## src/rtl/lpd_pkg.sv

```systemverilog
`timescale 1ns/1ps
package lpd_pkg;

  typedef enum logic [2:0] {
    CMD_NOP, CMD_ACT, CMD_RW, CMD_PRE_ONE, CMD_PRE_ALL, CMD_BST, CMD_REF, CMD_MR
  } cmd_e;

  typedef enum logic [2:0] {
    PS_AWAKE, PS_APD, PS_IPD, PS_SREF, PS_DPD
  } pstate_e;

  localparam logic [2:0] CODE_IDLE = 3'd0;
  localparam logic [2:0] CODE_ACT  = 3'd1;
  localparam logic [2:0] CODE_APD  = 3'd2;
  localparam logic [2:0] CODE_IPD  = 3'd3;
  localparam logic [2:0] CODE_SREF = 3'd4;
  localparam logic [2:0] CODE_DPD  = 3'd5;

endpackage

```

## src/rtl/lpd_cmd_decode.sv

```systemverilog
`timescale 1ns/1ps
module lpd_cmd_decode
  import lpd_pkg::*;
#(
  parameter int NUM_BANKS = 8,
  localparam int BA_W = $clog2(NUM_BANKS)
) (
  input  logic            cs_n,
  input  logic [9:0]      ca,
  output cmd_e            cmd,
  output logic [BA_W-1:0] bank
);
  logic [2:0] ba_full;

  // bank address: CA7 carries bit 2, CA9 carries bit 0
  assign ba_full = {ca[7], ca[8], ca[9]};
  assign bank    = ba_full[BA_W-1:0];

  always_comb begin
    cmd = CMD_NOP;
    if (!cs_n) begin
      unique case (ca[2:0])
        3'b111:          cmd = CMD_NOP;
        3'b011:          cmd = !ca[3] ? CMD_BST : (ca[4] ? CMD_PRE_ALL : CMD_PRE_ONE);
        3'b101, 3'b001:  cmd = CMD_RW;
        3'b110, 3'b010:  cmd = CMD_ACT;
        3'b100:          cmd = CMD_REF;
        default:         cmd = CMD_MR;
      endcase
    end
  end
endmodule

```

## src/rtl/lpd_bank_tracker.sv

```systemverilog
`timescale 1ns/1ps
module lpd_bank_tracker
  import lpd_pkg::*;
#(
  parameter int NUM_BANKS = 8,
  localparam int BA_W = $clog2(NUM_BANKS)
) (
  input  logic                 clk,
  input  logic                 rst,
  input  logic                 accept,
  input  cmd_e                 cmd,
  input  logic [BA_W-1:0]      bank,
  output logic [NUM_BANKS-1:0] open_banks
);
  for (genvar b = 0; b < NUM_BANKS; b++) begin : g_bank
    logic hit;
    assign hit = (bank == BA_W'(b));
    always_ff @(posedge clk) begin
      if (rst)
        open_banks[b] <= 1'b0;
      else if (accept && (cmd == CMD_PRE_ALL || (cmd == CMD_PRE_ONE && hit)))
        open_banks[b] <= 1'b0;
      else if (accept && cmd == CMD_ACT && hit)
        open_banks[b] <= 1'b1;
    end
  end

  assert_banks_frozen_R9: assert property (@(posedge clk) disable iff (rst)
    !accept |=> $stable(open_banks));

  assert_activate_opens_R3: assert property (@(posedge clk) disable iff (rst)
    (accept && cmd == CMD_ACT) |=> open_banks[$past(bank)]);
endmodule

```

## src/rtl/lpd_pwr_fsm.sv

```systemverilog
`timescale 1ns/1ps
module lpd_pwr_fsm
  import lpd_pkg::*;
(
  input  logic    clk,
  input  logic    rst,
  input  logic    cke,
  input  cmd_e    cmd,
  input  logic    any_open,
  output pstate_e state,
  output logic    accept,
  output logic    illegal_q
);
  logic    cke_q;
  logic    cke_fall;
  logic    bad_cmd;
  pstate_e state_d;

  assign cke_fall = cke_q && !cke;
  assign accept   = (state == PS_AWAKE) && cke && (cmd != CMD_NOP);

  always_comb begin
    state_d = state;
    bad_cmd = 1'b0;
    unique case (state)
      PS_AWAKE: if (cke_fall) begin
        if (any_open) state_d = PS_APD;
        else begin
          unique case (cmd)
            CMD_NOP: state_d = PS_IPD;
            CMD_REF: state_d = PS_SREF;
            CMD_BST: state_d = PS_DPD;
            default: begin
              state_d = PS_IPD;
              bad_cmd = 1'b1;
            end
          endcase
        end
      end
      PS_APD, PS_IPD, PS_SREF: begin
        if (cke) state_d = PS_AWAKE;
        else     bad_cmd = (cmd != CMD_NOP);
      end
      PS_DPD:  bad_cmd = (cmd != CMD_NOP);
      default: state_d = PS_AWAKE;
    endcase
  end

  always_ff @(posedge clk) begin
    cke_q <= cke;
    if (rst) begin
      state     <= PS_AWAKE;
      illegal_q <= 1'b0;
    end else begin
      state     <= state_d;
      illegal_q <= bad_cmd;
    end
  end

  assert_dpd_sticky_R8: assert property (@(posedge clk) disable iff (rst)
    state == PS_DPD |=> state == PS_DPD);

  assert_sref_hold_R7: assert property (@(posedge clk) disable iff (rst)
    (state == PS_SREF && !cke) |=> state == PS_SREF);

  assert_apd_entry_R5: assert property (@(posedge clk) disable iff (rst)
    (state == PS_AWAKE && cke_q && !cke && any_open) |=> state == PS_APD);

  assert_reset_idle_R11: assert property (@(posedge clk)
    rst |=> (state == PS_AWAKE && !illegal_q));

  assert_illegal_origin_R9: assert property (@(posedge clk) disable iff (rst)
    illegal_q |-> $past(state != PS_AWAKE || !cke));
endmodule

```

## src/rtl/lpd_power_tracker.sv

```systemverilog
`timescale 1ns/1ps
module lpd_power_tracker
  import lpd_pkg::*;
#(
  parameter int NUM_BANKS = 8,
  localparam int BA_W = $clog2(NUM_BANKS)
) (
  input  logic                 clk,
  input  logic                 rst,
  input  logic                 cs_n,
  input  logic                 cke,
  input  logic [9:0]           ca,
  output logic                 cmd_accept,
  output logic [NUM_BANKS-1:0] open_banks,
  output logic [2:0]           pwr_state,
  output logic                 reset_required,
  output logic                 illegal_cmd
);
  cmd_e            cmd;
  logic [BA_W-1:0] bank;
  pstate_e         state;
  logic            any_open;

  lpd_cmd_decode #(.NUM_BANKS(NUM_BANKS)) u_dec (
    .cs_n(cs_n), .ca(ca), .cmd(cmd), .bank(bank)
  );

  lpd_bank_tracker #(.NUM_BANKS(NUM_BANKS)) u_banks (
    .clk(clk), .rst(rst), .accept(cmd_accept), .cmd(cmd), .bank(bank),
    .open_banks(open_banks)
  );

  assign any_open = |open_banks;

  lpd_pwr_fsm u_fsm (
    .clk(clk), .rst(rst), .cke(cke), .cmd(cmd), .any_open(any_open),
    .state(state), .accept(cmd_accept), .illegal_q(illegal_cmd)
  );

  always_comb begin
    unique case (state)
      PS_AWAKE: pwr_state = any_open ? CODE_ACT : CODE_IDLE;
      PS_APD:   pwr_state = CODE_APD;
      PS_IPD:   pwr_state = CODE_IPD;
      PS_SREF:  pwr_state = CODE_SREF;
      PS_DPD:   pwr_state = CODE_DPD;
      default:  pwr_state = CODE_IDLE;
    endcase
  end

  assign reset_required = (state == PS_DPD);

  assert_no_accept_asleep_R4: assert property (@(posedge clk) disable iff (rst)
    cmd_accept |-> (pwr_state == CODE_IDLE || pwr_state == CODE_ACT));
endmodule

```

## config.mk

```make
export PLATFORM = sky130hd
export DESIGN_NAME = lpd_power_tracker
export DESIGN_NICKNAME = d
export VERILOG_FILES = /design/src/rtl/lpd_pkg.sv /design/src/rtl/lpd_cmd_decode.sv /design/src/rtl/lpd_bank_tracker.sv /design/src/rtl/lpd_pwr_fsm.sv /design/src/rtl/lpd_power_tracker.sv
export SDC_FILE = /design/constraint.sdc
export NUM_CORES = 1
export LEC_CHECK = 0
export ABC_AREA = 0
export BUFFER_PORTS_ARGS = -buffer_cell sky130_fd_sc_hd__buf_2
export CORE_AREA = 4 4 46 48
export DETAILED_ROUTE_END_ITERATION = 8
export DIE_AREA = 0 0 50 52
export GPL_ROUTABILITY_DRIVEN = 0
export PLACE_DENSITY = 0.75
export SLEW_MARGIN = 5
export SYNTH_ARGS = -nofsm -noshare
export SYNTH_HDL_FRONTEND = slang
export SYNTH_SLANG_ARGS = --single-unit
```

## constraint.sdc

```tcl
create_clock -name clk -period 2.2 [get_ports clk]
set_input_delay 0 -clock clk [delete_from_list [all_inputs] [get_ports clk]]
set_output_delay 0 -clock clk [all_outputs]
set_load 0.01 [all_outputs]
```

==> out/metrics.yaml, run 1 <==
routing:
  antenna_left: 0
  routedWlPerCell_um: 14.2
  drc_errors: 0
  totalWireLength_mm: 2.06
  drt_iter0_drc: 26
  vias: 849
  viasPerCell: 5.86
  dr.pass1.iters: 4
worst_setup_path:
  arrival_ns: 2.04
  critical_path_class: "flip-flop to flip-flop"
  path_cells: "or4b_4 -> nor4_4 -> a31oi_1 -> a211oi_2"
  cp_top_family: "simple AND/OR/NAND/NOR gates"
  worstPathRequired_ns: 2.40
  cp_slowest_stage_delay_ns: 0.63
  cpMaxStageDelayCell: "or4b_4"
  cp-start-kind: "flip-flop"
  reg2reg_slack_ns: 0.35
  worstSetupEndpointType: "flip-flop"
  cp_max_fo: 11
  path_buf_inv: 0
logic_synthesis:
  yosysWarnings: 0
  synth-seq-area-share_pct: 32.8
  synth_area_leader_cell: "dfxtp_1"
  synth.distinct_cells: 37
  yosysMostFrequentCell: "a21oi_1"
  ys_seq_elements: 13
  yosysTopAreaCellShare_pct: 32.8
  synth_cells: 96
  synth_edf_count: 0
  avgSynthCellArea_sq_um: 8.28
  synth_area_sq_um: 795
  synthFlopType: "dfxtp_1"
  async_reset_ff_share_pct: 0
  syn-num-nets: 110
  ys_top_cells_by_area: "dfxtp_1, a21oi_1, nor4_4, nor4_1, nand2_1"
  synthTopCellsByCount: "a21oi_1, dfxtp_1, nand2_1, nor4_1, o21ai_0"
timing:
  hold_viol_final: 0
  drv_slew: 0
  fin_crit_sh_pct: 83.9
  min_period_ns: 1.85
  rsz0062_at_grt: "no"
  finalSetupViolations: 0
  worst_slew_pin_slew_ns: 0.518
  timing.fmax_mhz: 542
  whs_ns: 0.0321
  fin_ws_ns: 0.353
  slew_headroom_pct: 65.0
  tns_ns: 0
  fin_worst_skew_ns: 0.00495
die:
  die_area_sq_um: 2600
  fp.coreArea_sq_um: 1710
  die-width_um: 50
  ios: 28
  start_util_pct: 46.5
  fp.dieH_um: 52
  rows: 15
cts:
  clkSlewWorstSetupHoldPaths_ns: 0.08
  cts_made_buffers: 3
  cts.htree.levels: 1
  clk_latency_ns: 0.27
  cts_tree: "done"
  cts-root-buf: "clkbuf_4"
  ctsResizeCount: 0
  clockBufferDepth: 2
  cts_sinks: 13
placement:
  port_buffers: 25
  placed_cell_area_sq_um: 920
  place_ws_ns: 0.384
  hpwlAfterDp_mm: 1.52
final_layout:
  layout-drive-gt1-share_pct: 29.2
  fin_area_sq_um: 956
  area_growth_pct: 20.3
  seqCellArea_sq_um: 260
  multiInputGateArea_sq_um: 499
  fillers: 162
  fin_util_pct: 56.0
  final_nets: 135
  diodes: 0
global_route:
  grt.overflow.total: 0
  antenna_found_initial: 0
  grt_pass1_vias: 794
  grt_pass1_wl_mm: 3.42
  grt_start_max_net_pins: 13
  grt_usage_pct: 17.1
pwr:
  pwr_density_cell_nw_per_um2: 507
  leakagePower_nw: 0.377
  vdd_ir_drop_max_mv: 0.291
run:
  max_cap_viol_count: 0
worst_hold_path:
  holdCritPathClass: "input port to flip-flop"
outcome:
  status: "complete, no violations"
registers in the layout, indices dropped and copies added (netlist names):
register            count
u_fsm.illegal_q         1
u_fsm.state             3
u_banks.open_banks      8
u_fsm.cke_q             1
per-stage QoR:
stage	total power (W)	instances
final	0.000485	145
after global routing	0.000516	145
after CTS	0.000490	145
after detailed placement	0.000341	140
after global placement	0.000339	140
after floorplan	0.000307	96
report_power, final:
group / internal, W / switching [W] / leakage, nW
Clock: 0.0000702 / 0.0000769 / 0.0150
Combinational: 0.0000382 / 0.0000530 / 0.257
Sequential: 0.000240 / 0.00000680 / 0.105
cell usage in the layout (no fill, tap or decap), types with 3 or more instances in the layout:
master    instances
nor4_1            5
nand2b_1          3
o21ai_0           5
a21oi_1          14
nand3_1           3
a31oi_1           4
nor2_1            4
nor2b_1           3
buf_2            25
dfxtp_1          13
clkbuf_4          3
nand2_1           8
repair_timing:
action	4_1_cts	5_1_grt
setup endpoints to repair	0	0
endpoints found under the hold margin	2	0
buffers inserted	0	0
hold buffers	1	0
final cells by class:
cell class	instances	share of cell area, %
clock buffers	4	2.75
inverters	1	0.393
multi-input cells	76	52.2
flip-flops and latches	13	27.2
well taps	25	3.27
repair buffers	26	14.1
logic make-up (layout without fill, tap and decap cells):
group / Yosys count / after routing / synth area share (%)
AOI/OAI and AO/OA: 33 / 33 / 26.0
xor gates and xnor gates: 1 / 1 / 1.10
and+or+nand+nor: 42 / 42 / 35.7
buffers and inverters: 7 / 31 / 4.41
DFF: 13 / 13 / 32.8
path summary, 6_finish.rpt:
kind	from	endpoint	depth (start not counted)
worst max register to register	u_fsm.state[1]	u_banks.open_banks[5]	4
worst max-delay path	u_fsm.state[1]	u_banks.open_banks[5]	4
worst min register to register	u_banks.open_banks[3]	u_banks.open_banks[3]	2
worst min-delay path	rst	u_banks.open_banks[7]	2
layer usage:
metal	vias up	track usage, %	wire length, um
met5	-	0	0
met4	0	8.76	17
met3	2	3.72	148
met2	37	29.1	1000
met1	395	19.9	889
li1	415	-	-
Power figures use the tool's default switching activity.
==> inputs of run 2 (changes only) <==
Clock period 2.2 ns to 1.9 ns, I/O delays scaled along.
==> run 2 against run 1 <==
Via count did not move. Largest cell class unchanged. Largest power group unchanged. Die area did not move. Highest routed layer unchanged. Sequential share of layout area fell by 0.63 points. Clock skew fell by 0.0033 ns.
==> out/metrics.yaml, run 2 (synthesis results as in run 1) <==
outcome:
  status: "complete, no violations"  # unchanged
worst_setup_path:
  worstSetupEndpointType: "flip-flop"  # unchanged
  critical_path_class: "input port to flip-flop"  # was flip-flop to flip-flop
  cpMaxStageDelayCell: "or4b_4"  # unchanged
  cp_slowest_stage_delay_ns: 0.53  # was 0.63 ns
  path_cells: "dlygate4sd3_1 -> buf_2 -> or4b_4 -> nor4_4 -> a31oi_1 -> a211oi_2"  # was or4b_4 -> nor4_4 -> a31oi_1 -> a211oi_2
  cp_max_fo: 8  # was 11
  arrival_ns: 1.92  # was 2.04 ns
  r2r-start: "u_banks.open_banks[4]"  # was u_fsm.state[1]
  timing.critical_path.from: "cke"  # was u_fsm.state[1]
  worstPathRequired_ns: 2.10  # was 2.40 ns
  ff2ff_path_depth: 4  # unchanged
  cp-start-kind: "input port"  # was flip-flop
timing:
  hold_viol_final: 0  # unchanged
  finalSetupViolations: 0  # unchanged
  slew_headroom_pct: 64.3  # was 65.0%
  rsz0062_at_grt: "no"  # unchanged
  fin_crit_sh_pct: 90.4
  worst_slew_pin_slew_ns: 0.528  # was 0.518 ns
  timing.fmax_mhz: 582
  tns_ns: 0  # unchanged
  fin_worst_skew_ns: 0.00167  # was 0.00495 ns
  min_period_ns: 1.72
  drv_slew: 0  # unchanged
routing:
  wl_met2_um: 998  # was 1.00 mm
  routedWlPerCell_um: 14.0  # was 14.2 um
  drc_errors: 0  # unchanged
  antenna_left: 0  # unchanged
  met1Wirelength_um: 885  # was 889 um
  viasPerCell: 5.74  # was 5.86
  totalWireLength_mm: 2.07  # was 2.06 mm
  vias: 849  # unchanged
  drt_iter0_drc: 26  # unchanged
  met3_length_um: 142  # was 148 um
  highest_layer: "met4"  # unchanged
  dr.pass1.iters: 4  # unchanged
global_route:
  grt_pass1_wl_mm: 3.39  # was 3.42 mm
  antenna_found_initial: 0  # unchanged
  grt_start_max_net_pins: 12  # was 13
  grt_usage_pct: 17.2  # was 17.1%
  grt_pass1_vias: 809  # was 794
  grt.overflow.total: 0  # unchanged
worst_hold_path:
  hold_start: "rst"  # unchanged
  holdCritPathClass: "input port to flip-flop"  # unchanged
  hold_depth: 2  # unchanged
final_layout:
  area_growth_pct: 23.1  # was 20.3%
  largest_reg_flops: 8  # unchanged
  layout_common_cells: "buf_2, a21oi_1, dfxtp_1"  # unchanged
  final_nets: 138  # was 135
  reg.largest.list: "u_banks.open_banks: 8 flops, u_fsm.state: 3 flops"  # unchanged
  finalNonFillerCells: 148  # was 145
  diodes: 0  # unchanged
  layout-drive-gt1-share_pct: 30.9  # was 29.2%
  regMostFlops: "u_banks.open_banks"  # unchanged
  layout_commonest_cell: "buf_2"  # unchanged
cts:
  cts_made_buffers: 3  # unchanged
  clk_latency_ns: 0.27  # about the same
  cts_tree: "done"  # unchanged
  cts.htree.levels: 1  # unchanged
  ctsResizeCount: 0  # unchanged
  clkSlewWorstSetupHoldPaths_ns: 0.08  # about the same
  clockBufferDepth: 2  # unchanged
  cts-root-buf: "clkbuf_4"  # unchanged
  post-cts-setup-buffers: 0  # unchanged
  cts_sinks: 13  # unchanged
die:
  die_area_sq_um: 2600  # unchanged
  rows: 15  # unchanged
  fp.coreArea_sq_um: 1710  # unchanged
  fp.dieH_um: 52  # unchanged
  die-width_um: 50  # unchanged
  start_util_pct: 46.5  # unchanged
  ios: 28  # unchanged
pwr:
  pwr_density_cell_nw_per_um2: 578  # was 507 nW/um^2
  leakagePower_nw: 0.393  # was 0.377 nW
  vdd_ir_drop_max_mv: 0.323  # was 0.291 mV
placement:
  port_buffers: 25  # unchanged
  placedCellCount: 143  # was 140
  hpwlAfterDp_mm: 1.60  # was 1.52 mm
run:
  max_cap_viol_count: 0  # unchanged
-- run 2: cell count changes in the layout (fill, tap and decap cells not counted), sizes merged --
cell  before  now
buf       25   28
-- run 2: path summary, 6_finish.rpt --
path,endpoint,slack (ns)
worst max register to register,u_fsm.illegal_q,0.22
worst max-delay path,u_banks.open_banks[5],0.18
worst min register to register,u_banks.open_banks[3],0.54
worst min-delay path,u_banks.open_banks[5],0.04
-- run 2: timing repair --
item                                    4_1_cts  5_1_grt
endpoints found under the setup margin        0        0
endpoints found under the hold margin         2        0
hold buffers                                  1        0
-- run 2: critical path, delay by kind of cell --
kind / cells / cell delay (ns)
and+or+nand+nor: 2 / 0.88
AOI/OAI and AO/OA: 2 / 0.35
buffers and inverters: 2 / 0.69
-- run 2: final cells by class --
class | count | area, sq um
well taps | 25 | 31.3
fillers | 146 | 729
clock buffers | 4 | 26.3
inverters | 1 | 3.75
multi-input cells | 76 | 499
repair buffers | 29 | 158
flip-flops and latches | 13 | 260
-- run 2: per-stage QoR --
step                      power (W)  util, %  hold WS [ns]  worst slack [ns]  cell area (sq um)
after global placement     0.000395     55.2         0.199             0.254                942
after CTS                  0.000569     57.3        0.0381             0.179                978
after global routing       0.000600     57.3        0.0373             0.102                978
after floorplan            0.000356        -        0.0277             0.275                795
after detailed placement   0.000398     55.2         0.201             0.246                942
final                      0.000566     57.3        0.0389             0.183                978
-- run 2: layer usage --
layer / vias up / global-route usage [%]
met5: - / 0
li1: 421 / -
met4: 0 / 8.76
met2: 33 / 29.6
met3: 4 / 4.01
met1: 391 / 19.6
-- run 2: where the power goes --
part           switching [W]  internal [W]
logic              0.0000670     0.0000468
clock network      0.0000899     0.0000813
registers         0.00000297      0.000278
total               0.000160      0.000406
==> inputs of run 3 (changes only) <==
Settings changed: ABC_AREA 0 to 1, CORE_AREA 4 4 46 48 to 4 4 49 51, DIE_AREA 0 0 50 52 to 0 0 53 55, PLACE_DENSITY 0.75 to 0.76, SETUP_SLACK_MARGIN set to 0.15.
==> run 3 against run 2 <==
Final cell count up 51%. Largest power group unchanged. Area after synthesis increased by 22%. Register-to-register slack gained 0.29 ns. Critical endpoint is now cmd_accept. First-iteration DRC count down 7.7%.
==> out/metrics.yaml, run 3 <==
outcome:
  status: "complete, no violations"  # unchanged
cts:
  cts.htree.levels: 1  # unchanged
  clkSlewWorstSetupHoldPaths_ns: 0.09  # was 0.08 ns
  cts-root-buf: "clkbuf_4"  # unchanged
  cts_sinks: 13  # unchanged
  cts_made_buffers: 3  # unchanged
  ctsResizeCount: 0  # unchanged
  clk_latency_ns: 0.28  # was 0.27 ns
  cts_tree: "done"  # unchanged
  clockBufferDepth: 2  # unchanged
logic_synthesis:
  synth_cells: 166  # was 96
  synth_area_leader_cell: "dfxtp_1"  # unchanged
  synth.distinct_cells: 21  # was 37
  synth_edf_count: 0  # unchanged
  yosysWarnings: 0  # unchanged
  yosysTopAreaCellShare_pct: 26.9  # was 32.8%
  yosysMostFrequentCell: "nand2_1"  # was a21oi_1
  synth-seq-area-share_pct: 26.9  # was 32.8%
  ys_top_cells_by_area: "dfxtp_1, nand2_1, nor2_1, inv_1, nand4_1"  # was dfxtp_1, a21oi_1, nor4_4, nor4_1, nand2_1
  synth_area_sq_um: 966  # was 795 sq um
  ys_seq_elements: 13  # unchanged
  synthFlopType: "dfxtp_1"  # unchanged
  avgSynthCellArea_sq_um: 5.82  # was 8.28 sq um
  async_reset_ff_share_pct: 0  # unchanged
  syn-num-nets: 180  # was 110
  synthTopCellsByCount: "nand2_1, nor2_1, inv_1, dfxtp_1, nand4_1"  # was a21oi_1, dfxtp_1, nand2_1, nor4_1, o21ai_0
placement:
  port_buffers: 25  # unchanged
  placedCellCount: 218  # was 143
  hpwlAfterDp_mm: 1.79  # was 1.60 mm
  placed_cell_area_sq_um: 1120  # was 942 sq um
final_layout:
  regMostFlops: "u_banks.open_banks"  # unchanged
  layout_common_cells: "nand2_1, nor2_1, buf_2"  # was buf_2, a21oi_1, dfxtp_1
  fin_area_sq_um: 1170  # was 978 sq um
  layout_commonest_cell: "nand2_1"  # was buf_2
  area_growth_pct: 21.2  # was 23.1%
  diodes: 0  # unchanged
  finalNonFillerCells: 224  # was 148
  final_nets: 212  # was 138
  reg.largest.list: "u_banks.open_banks: 8 flops, u_fsm.state: 3 flops"  # unchanged
  layout-drive-gt1-share_pct: 22.8  # was 30.9%
  largest_reg_flops: 8  # unchanged
routing:
  drt_iter0_drc: 24  # was 26
  dr.pass1.iters: 4  # unchanged
  totalWireLength_mm: 2.26  # was 2.07 mm
  drc_errors: 0  # unchanged
  routedWlPerCell_um: 10.1  # was 14.0 um
  antenna_left: 0  # unchanged
  vias: 1088  # was 849
  viasPerCell: 4.86  # was 5.74
worst_setup_path:
  cp_max_fo: 9  # was 8
  worstSetupEndpointType: "output port"  # was flip-flop
  worstPathRequired_ns: 1.90  # was 2.10 ns
  cpMaxStageDelayCell: "dfxtp_1"  # was or4b_4
  critical_path_class: "flip-flop to output port"  # was input port to flip-flop
  cp-start-kind: "flip-flop"  # was input port
  cp_slowest_stage_delay_ns: 0.36  # was 0.53 ns
  path_cells: "nor2_4 -> nand2_1 -> nor2_2 -> nand2_2 -> inv_4 -> buf_2"  # was dlygate4sd3_1 -> buf_2 -> or4b_4 -> nor4_4 -> a31oi_1 -> a211oi_2
  arrival_ns: 1.46  # was 1.92 ns
timing:
  whs_ns: 0.0943  # was 0.0389 ns
  hold_viol_final: 0  # unchanged
  timing.fmax_mhz: 684  # was 582 MHz
  rsz0062_at_grt: "no"  # unchanged
  fin_worst_skew_ns: 0.00625  # was 0.00167 ns
  finalSetupViolations: 0  # unchanged
  tns_ns: 0  # unchanged
  slew_headroom_pct: 77.7  # was 64.3%
  worst_slew_pin_slew_ns: 0.334  # was 0.528 ns
  min_period_ns: 1.46  # was 1.72 ns
  drv_slew: 0  # unchanged
  fin_crit_sh_pct: 77.0  # was 90.4%
global_route:
  antenna_found_initial: 0  # unchanged
  grt_pass1_wl_mm: 3.82  # was 3.39 mm
  grt.overflow.total: 0  # unchanged
  grt_start_max_net_pins: 10  # was 12
  grt_pass1_vias: 977  # was 809
  grt_usage_pct: 17.5  # was 17.2%
pwr:
  pwr_density_cell_nw_per_um2: 564  # was 578 nW/um^2
  vdd_ir_drop_max_mv: 0.356  # was 0.323 mV
  leakagePower_nw: 0.578  # was 0.393 nW
  total_power_w: 0.000661  # was 0.000566 W
die:
  die-width_um: 53  # was 50 um
  start_util_pct: 49.7  # was 46.5%
  fp.coreArea_sq_um: 1940  # was 1710 sq um
  fp.dieH_um: 55  # was 52 um
  rows: 16  # was 15
  ios: 28  # unchanged
  die_area_sq_um: 2920  # was 2600 sq um
worst_hold_path:
  holdCritPathClass: "input port to flip-flop"  # unchanged
run:
  max_cap_viol_count: 0  # unchanged
[run 3: cell types whose count changed in the layout (fill, tap and decap cells not counted), moves of 4 or more]
cell	change
a31oi_1	-4
inv_1	+19
nand4_1	+10
nand2_1	+37
nand2_2	+6
a21oi_1	-8
nor3_1	+6
nor4_1	-5
nor2_1	+36
[run 3: kinds of logic (layout without fill, tap and decap cells)]
kind of cell           count (synthesis)  after routing  synth area share, %
DFF                                   13             13                 26.9
AOI/OAI and AO/OA                     11             11                 7.51
buffers and inverters                 24             55                 9.59
and+or+nand+nor                      118            118                 56.0
[run 3: power breakdown]
group	switching [W]	internal, W	leakage (nW)
clock	0.0000951	0.0000813	0.0150
combinational	0.000128	0.0000694	0.457
sequential	0.00000706	0.000280	0.105
[run 3: final timing paths]
kind	depth (start not counted)	startpoint	slack [ns]	end
max reg2reg	7	u_fsm.state[1]	0.51	u_banks.open_banks[6]
min	4	cs_n	0.09	u_fsm.state[2]
min reg2reg	2	u_banks.open_banks[7]	0.50	u_banks.open_banks[7]
max	6	u_fsm.state[1]	0.44	cmd_accept
[run 3: routing by layer]
| metal | wire length [um] | vias to the layer above | track usage (%) | part of all wire [%] |
|---|---|---|---|---|
| met5 | 0 | - | 0 | 0 |
| met4 | 19 | 0 | 5.11 | 0.84 |
| met3 | 145 | 4 | 3.22 | 6.4 |
| met2 | 1150 | 27 | 33.5 | 51 |
| met1 | 944 | 473 | 19.7 | 42 |
| li1 | - | 584 | - | - |
[run 3: per-stage QoR]
stage	utilization, %	setup WS (ns)
2_1_floorplan	-	0.711
3_3_place_gp	57.9	0.574
3_5_place_dp	57.9	0.504
4_1_cts	60.3	0.431
5_1_grt	60.3	0.318
6_report	60.3	0.438
[run 3: area by class of cell]
cell class | count | area, sq um
clock buffer | 4 | 26.3
fill | 210 | 771
inverter | 24 | 92.6
multi-input combinational | 129 | 613
sequential | 13 | 260
tap | 27 | 33.8
timing repair buffer | 27 | 145
[run 3: worst max-delay path: cells and delay by family, from the launching register on]
| kind | cells | cell delay, ns |
|---|---|---|
| buf+inv | 2 | 0.24 |
| flops | 1 | 0.36 |
| simple gates | 4 | 0.58 |
[run 3: repair_timing]
item,4_1_cts,5_1_grt
buffers inserted,0,0
endpoints found under the hold margin,4,0
hold buffers,2,0
